[config.mk]
export PLATFORM = sky130hd
export DESIGN_NAME = alarm_match_unit
export DESIGN_NICKNAME = d
export VERILOG_FILES = /design/src/rtl/alm_pkg.sv /design/src/rtl/alm_field_cmp.sv /design/src/rtl/alm_arm_ctl.sv /design/src/rtl/alm_flag_ctl.sv /design/src/rtl/alarm_match_unit.sv
export SDC_FILE = /design/constraint.sdc
export NUM_CORES = 1
export LEC_CHECK = 0
export CAP_MARGIN = 20
export CORE_ASPECT_RATIO = 2
export CORE_MARGIN = 2
export CORE_UTILIZATION = 40
export DETAILED_ROUTE_END_ITERATION = 10
export PLACE_DENSITY_LB_ADDON = 0.2
export SETUP_SLACK_MARGIN = 0.2
export SLEW_MARGIN = 20
export SYNTH_ARGS = -nofsm -noshare
export SYNTH_HDL_FRONTEND = slang
export SYNTH_SLANG_ARGS = --single-unit
[constraint.sdc]
create_clock -name clk -period 1.85 [get_ports clk]
set_input_delay 0.185 -clock clk [delete_from_list [all_inputs] [get_ports clk]]
set_output_delay 0.185 -clock clk [all_outputs]
set_load 0.1 [all_outputs]
[src/rtl/alm_pkg.sv]
package alm_pkg;

    localparam int DW      = 32;
    localparam int AW      = 2;
    localparam int N_FIELD = 4;
    localparam int FIELD_W = 7;

    localparam logic [AW-1:0] REG_WORD = 2'd0;
    localparam logic [AW-1:0] REG_CTRL = 2'd1;
    localparam logic [AW-1:0] REG_STAT = 2'd2;
    localparam logic [AW-1:0] REG_CLR  = 2'd3;

    localparam int CTRL_EN_BIT   = 8;
    localparam int CTRL_IE_BIT   = 12;
    localparam int STAT_WAF_BIT  = 0;
    localparam int STAT_FLAG_BIT = 8;

    typedef enum int {F_SEC = 0, F_MIN = 1, F_HOUR = 2, F_DAY = 3} field_e;

    typedef struct packed {
        logic       day_ign;
        logic       by_wday;
        logic [5:0] day;
        logic       hr_ign;
        logic       pm;
        logic [5:0] hr;
        logic       min_ign;
        logic [6:0] min;
        logic       sec_ign;
        logic [6:0] sec;
    } alm_word_t;

    typedef struct packed {
        logic [6:0] sec;
        logic [6:0] min;
        logic [5:0] hr;
        logic [5:0] mday;
        logic [2:0] wday;
    } cal_now_t;

    function automatic logic [FIELD_W-1:0] widen6(input logic [5:0] v);
        return {1'b0, v};
    endfunction

endpackage

[src/rtl/alm_field_cmp.sv]
module alm_field_cmp #(
    parameter int W = 7
) (
    input  logic [W-1:0] want,
    input  logic [W-1:0] have,
    input  logic         ign,
    output logic         hit
);
    always_comb hit = ign || (want == have);
endmodule

[src/rtl/alm_arm_ctl.sv]
module alm_arm_ctl #(
    parameter int ARM_DELAY = 2
) (
    input  logic clk,
    input  logic rst,
    input  logic ctrl_wr,
    input  logic wr_en_bit,
    input  logic wr_ie_bit,
    output logic en_q,
    output logic ie_q,
    output logic waf_q
);
    localparam int CW = $clog2(ARM_DELAY + 1);

    logic [CW-1:0] cnt_q;

    always_ff @(posedge clk) begin
        if (rst) begin
            en_q  <= 1'b0;
            ie_q  <= 1'b0;
            waf_q <= 1'b1;
            cnt_q <= '0;
        end else begin
            if (ctrl_wr) ie_q <= wr_ie_bit;
            if (ctrl_wr && wr_en_bit) begin
                en_q  <= 1'b1;
                waf_q <= 1'b0;
                cnt_q <= '0;
            end else if (ctrl_wr && !wr_en_bit && en_q) begin
                en_q  <= 1'b0;
                cnt_q <= CW'(ARM_DELAY);
            end else if (cnt_q != '0) begin
                cnt_q <= cnt_q - 1'b1;
                if (cnt_q == CW'(1)) waf_q <= 1'b1;
            end
        end
    end
endmodule

[src/rtl/alm_flag_ctl.sv]
module alm_flag_ctl #(
    parameter bit CLR_BY_ONE = 1'b0
) (
    input  logic clk,
    input  logic rst,
    input  logic set_req,
    input  logic stat_wr,
    input  logic stat_flag_bit,
    input  logic clr_wr,
    input  logic clr_flag_bit,
    output logic flag_q
);
    logic clr_req;

    always_comb begin
        if (CLR_BY_ONE) clr_req = clr_wr && clr_flag_bit;
        else            clr_req = stat_wr && !stat_flag_bit;
    end

    always_ff @(posedge clk) begin
        if (rst)          flag_q <= 1'b0;
        else if (set_req) flag_q <= 1'b1;
        else if (clr_req) flag_q <= 1'b0;
    end
endmodule

[src/rtl/alarm_match_unit.sv]
module alarm_match_unit
    import alm_pkg::*;
#(
    parameter int ARM_DELAY  = 2,
    parameter bit CLR_BY_ONE = 1'b0
) (
    input  logic          clk,
    input  logic          rst,
    input  logic          tick,
    input  logic [6:0]    now_sec,
    input  logic [6:0]    now_min,
    input  logic [5:0]    now_hour,
    input  logic [5:0]    now_mday,
    input  logic [2:0]    now_wday,
    input  logic          bus_wr,
    input  logic [AW-1:0] bus_addr,
    input  logic [DW-1:0] bus_wdata,
    output logic [DW-1:0] bus_rdata,
    output logic          irq
);
    alm_word_t word_q;
    cal_now_t  now;
    logic en_q, ie_q, waf_q, flag_q;
    logic word_wr, ctrl_wr, stat_wr, clr_wr;
    logic all_hit, set_req;

    logic [FIELD_W-1:0] want [N_FIELD];
    logic [FIELD_W-1:0] have [N_FIELD];
    logic               ign  [N_FIELD];
    logic [N_FIELD-1:0] hit;

    always_comb begin
        now.sec  = now_sec;
        now.min  = now_min;
        now.hr   = now_hour;
        now.mday = now_mday;
        now.wday = now_wday;
    end

    always_comb begin
        word_wr = bus_wr && (bus_addr == REG_WORD);
        ctrl_wr = bus_wr && (bus_addr == REG_CTRL);
        stat_wr = bus_wr && (bus_addr == REG_STAT);
        clr_wr  = bus_wr && (bus_addr == REG_CLR);
    end

    always_ff @(posedge clk) begin
        if (rst)                  word_q <= '0;
        else if (word_wr && waf_q) word_q <= alm_word_t'(bus_wdata);
    end

    always_comb begin
        want[F_SEC]  = word_q.sec;
        have[F_SEC]  = now.sec;
        ign[F_SEC]   = word_q.sec_ign;
        want[F_MIN]  = word_q.min;
        have[F_MIN]  = now.min;
        ign[F_MIN]   = word_q.min_ign;
        want[F_HOUR] = {word_q.pm, word_q.hr};
        have[F_HOUR] = widen6(now.hr);
        ign[F_HOUR]  = word_q.hr_ign;
        if (word_q.by_wday) begin
            want[F_DAY] = {3'b000, word_q.day[3:0]};
            have[F_DAY] = {4'b0000, now.wday};
        end else begin
            want[F_DAY] = widen6(word_q.day);
            have[F_DAY] = widen6(now.mday);
        end
        ign[F_DAY] = word_q.day_ign;
    end

    for (genvar g = 0; g < N_FIELD; g++) begin : g_cmp
        alm_field_cmp #(.W(FIELD_W)) u_cmp (
            .want (want[g]),
            .have (have[g]),
            .ign  (ign[g]),
            .hit  (hit[g])
        );
    end

    always_comb begin
        all_hit = &hit;
        set_req = tick && en_q && all_hit;
    end

    alm_arm_ctl #(.ARM_DELAY(ARM_DELAY)) u_arm (
        .clk       (clk),
        .rst       (rst),
        .ctrl_wr   (ctrl_wr),
        .wr_en_bit (bus_wdata[CTRL_EN_BIT]),
        .wr_ie_bit (bus_wdata[CTRL_IE_BIT]),
        .en_q      (en_q),
        .ie_q      (ie_q),
        .waf_q     (waf_q)
    );

    alm_flag_ctl #(.CLR_BY_ONE(CLR_BY_ONE)) u_flag (
        .clk           (clk),
        .rst           (rst),
        .set_req       (set_req),
        .stat_wr       (stat_wr),
        .stat_flag_bit (bus_wdata[STAT_FLAG_BIT]),
        .clr_wr        (clr_wr),
        .clr_flag_bit  (bus_wdata[STAT_FLAG_BIT]),
        .flag_q        (flag_q)
    );

    always_comb begin
        bus_rdata = '0;
        unique case (bus_addr)
            REG_WORD: bus_rdata = word_q;
            REG_CTRL: begin
                bus_rdata[CTRL_EN_BIT] = en_q;
                bus_rdata[CTRL_IE_BIT] = ie_q;
            end
            REG_STAT: begin
                bus_rdata[STAT_WAF_BIT]  = waf_q;
                bus_rdata[STAT_FLAG_BIT] = flag_q;
            end
            default: bus_rdata = '0;
        endcase
    end

    always_comb irq = flag_q && ie_q;

endmodule

==> summary.md <==
| Metric | Value |
|---|---|
| DR iter-0 viols | 26 |
| Yosys warning total | 0 |
| FMAX | between 600 and 700 MHz |
| Post-DP HPWL | between 4000 and 5000 µm |
| Status | finished clean |
| Compound-Gate Fraction of Synth Area | 0.132 |
| Sw frac | 0.247 |
| Worst Setup EP | bus_rdata[22] |
| P_sw | 0.530 mW |
| Mapped Nets | 321 |
| Library cells used by synthesis | 28 |
| Global Route Usage Sum | 0.234 |
| Avg Cell Area, Syn | 7.68 µm² |
| DRT Wirelength | between 5000 and 6000 µm |
| Main combinational cell family by area after synthesis | simple AND/OR/NAND/NOR gates |
| Worst-case clock buffer depth | 2 |
| Final count of pins violating max slew | 0 |
| Global route total overflow | 0 |
| Async set-reset flop share out of synthesis | 0 |
| Slew margin rel. | 0.623 |
| Post-Synth Simple-Gate Area | 0.286 |
| DRC viols | 0 |
| Reg2Reg Setup Slack | ~280 ps |
| Final worst path period need | 1590 ps |
| Worst EP required | roughly 1700 ps |
| Inserted Diodes | 0 |
| CP arrival | 1400 ps |
| Global-route wire length before repair | 9550 µm |
| Measured slew at the worst slew-check pin | between 500 and 600 ps |
| Max-Cap Viols | 0 |
| Critical Path Start Type | input pin |
| Hold_buf cts | 0 |
| Vias/cell | between 4 and 5 |
| Wire per inst | 14.5 µm |
| Internal power | 1.62 mW |
| Fraction of layout cells with a size suffix above 1 | 0.238 |
| Initial antenna violation count | 0 |
| Post-Synthesis Cell Area | 1950 µm² |
| CTS clk-pin slew, worst paths | 80 ps |
| Combinational share of power | 0.201 |
| CTS HTree Levels | 2 |
| Die area | 5490 µm² |
| R2R Path End | u_flag.flag_q |
| CTS buffer count | 5 |
| FF+latch count, synth | 38 |
| Largest net degree at the start of global routing | 31 |
| Fin worst setup slack | 262 ps |
| Clk pwr share | 0.395 |
| Setup WS pre-CTS | -90.8 ps |
| Final setup violating endpoints | 0 |
| Synth Area in Adders | 0 |
| Critical path type | in -> out |
| CP Capture Type | primary output |
| Final Power | 2.15 mW |
| Drt pass-1 iters | 4 |
| Clock root buffer master | clkbuf_8 |
| Final hold violation count | 0 |
| Min-delay src | bus_wdata[4] |
| Seq pwr share | 0.404 |
| Nets | between 400 and 500 |
| VDD IR max | 0.718 mV |
| Routability cong. | slightly above 0.8 |
| Num rows | 36 |
| R2R depth | 5 |
| RSZ-0062 raised after global routing | yes |
| Core footprint | roughly 4800 µm² |
| Setup crit start | bus_addr[1] |
| CTS tree | built |
| Mux share of post-synthesis cell area | 0.0308 |
| LEAKAGE | roughly 1.3 nW |
| CP max FO | 30 |
| Via count | 2042 |
| EDFF count, synth | 0 |
| Synth Instances | 254 |
| Hold Crit Class | in -> reg |
| Total negative slack | 0 ps |
| IO Count | 100 |
| Postcts setup bufs | 0 |
| PwrDens | 605 nW/µm² |
| Die Span X | between 50 and 60 µm |
| Fill count | 371 |
| Initial core utilization | 0.409 |
| Number of global-route vias before repair | 2067 |
| Synth Flop Type | dfxtp_1 |
| Port-buffer cells | 99 |
| Clk_lat worst skew | 300 ps |
| Sequential cell area fraction in the yosys report | 0.390 |
| Clock sink count | 38 |
| Die height | 103 µm |
| Final ANT Viol Nets | 0 |
| XOR/XNOR Fraction of Synth Area | 0.121 |
| Fin crit share | 0.858 |
| Skew final | 9.48 ps |
| RR Startpoint | want[19] |
| Layout Area Growth over Synthesis | 81.9% |
## critical path, stage by stage
cell and delay [ps]:
clkdlybuf4s50_1 420, nor2_1 210, buf_12 200, and2_2 200, buf_12 170
## cells in the final DEF, fill, tap and decap left out, types with 6 or more instances in the layout
cell type and n:
buf_4 8, nand2_1 70, xor2_1 15, and2_2 28, mux2i_1 6, a21oi_1 34, dfxtp_1 38, xnor2_1 12
clkdlybuf4s50_1 66, buf_12 34
## flip-flops by register name (all words and copies together) (netlist names)
signal,count
u_arm.waf_q,1
u_arm.en_q,1
word_q,7
u_arm.ie_q,1
u_arm.cnt_q,2
ign,4
u_flag.flag_q,1
want,21
## worst min path at each step
| stage | to | slack [ps] | cells past startpoint |
|---|---|---|---|
| floorplan | ign[0] | 320 | 2 |
| global placement | u_arm.cnt_q[0] | 430 | 1 |
| detailed placement | want[13] | 460 | 2 |
| CTS | word_q[29] | 420 | 3 |
| global route | want[12] | 440 | 3 |
| finish | want[25] | 430 | 3 |
## cell usage after synthesis (2+ instances only)
cell type   n  area share
a211oi_1    2      0.0077
a21oi_1    34       0.087
a31oi_1     2      0.0064
a41oi_1     3       0.013
and2_1     29       0.093
buf_2       5       0.013
clkbuf_1   12       0.023
dfxtp_1    38        0.39
inv_1       2      0.0039
mux2i_1     6       0.031
nand2_1    70        0.13
nor2_1      6       0.012
nor4_1      4       0.013
o21ai_0     2      0.0051
xnor2_1    12       0.054
xor2_1     15       0.067
## cells by family (layout without fill, tap and decap cells)
logic type	count (synthesis)	count (layout)
AOI/OAI and AO/OA	46	46
xor gates and xnor gates	27	27
buffers and inverters	19	118
DFF	38	38
muxes	6	6
and+or+nand+nor	118	118
## metrics by stage
step                      cells  utilization  hold WS [ps]  cell area, µm²
after floorplan             254            -           321            2000
after global placement      402        0.712           429            3400
after detailed placement    402        0.712           462            3400
after CTS                   410        0.742           423            3540
after global routing        410        0.743           436            3550
final                       410        0.743           431            3550
## per-layer routing
layer / vias to the layer above / wire length, µm / GRT usage
met5: - / 0 / 0
met4: 0 / 174 / 0.114
met3: 13 / 486 / 0.0638
met2: 86 / 3080 / 0.391
met1: 918 / 2210 / 0.267
li1: 1025 / - / -
## layout make-up
cell class / instances / area, µm² / share of cell area
Multi-Input combinational cell: 197 / 1170 / 0.330
Tap cell: 57 / 71.3 / 0.0201
Sequential cell: 38 / 761 / 0.214
Clock inverter: 3 / 68.8 / 0.0194
Clock buffer: 5 / 68.8 / 0.0194
Timing Repair Buffer: 108 / 1400 / 0.395
Inverter: 2 / 7.51 / 0.00212
## timing repair
action	4_1_cts	5_1_grt
endpoints found under the hold margin	0	0
setup endpoints to repair	1	1
pin swaps	0	0
resized for setup	1	1
## power groups by stage
stage	clock, mW	sequential [mW]	combinational (mW)
global route	0.894	0.871	0.463
global placement	0	0.884	0.422
detailed placement	0	0.886	0.429
floorplan	0	0.878	0.198
CTS	0.865	0.867	0.433
finish	0.847	0.867	0.432
(Power assumes the default switching activity.)
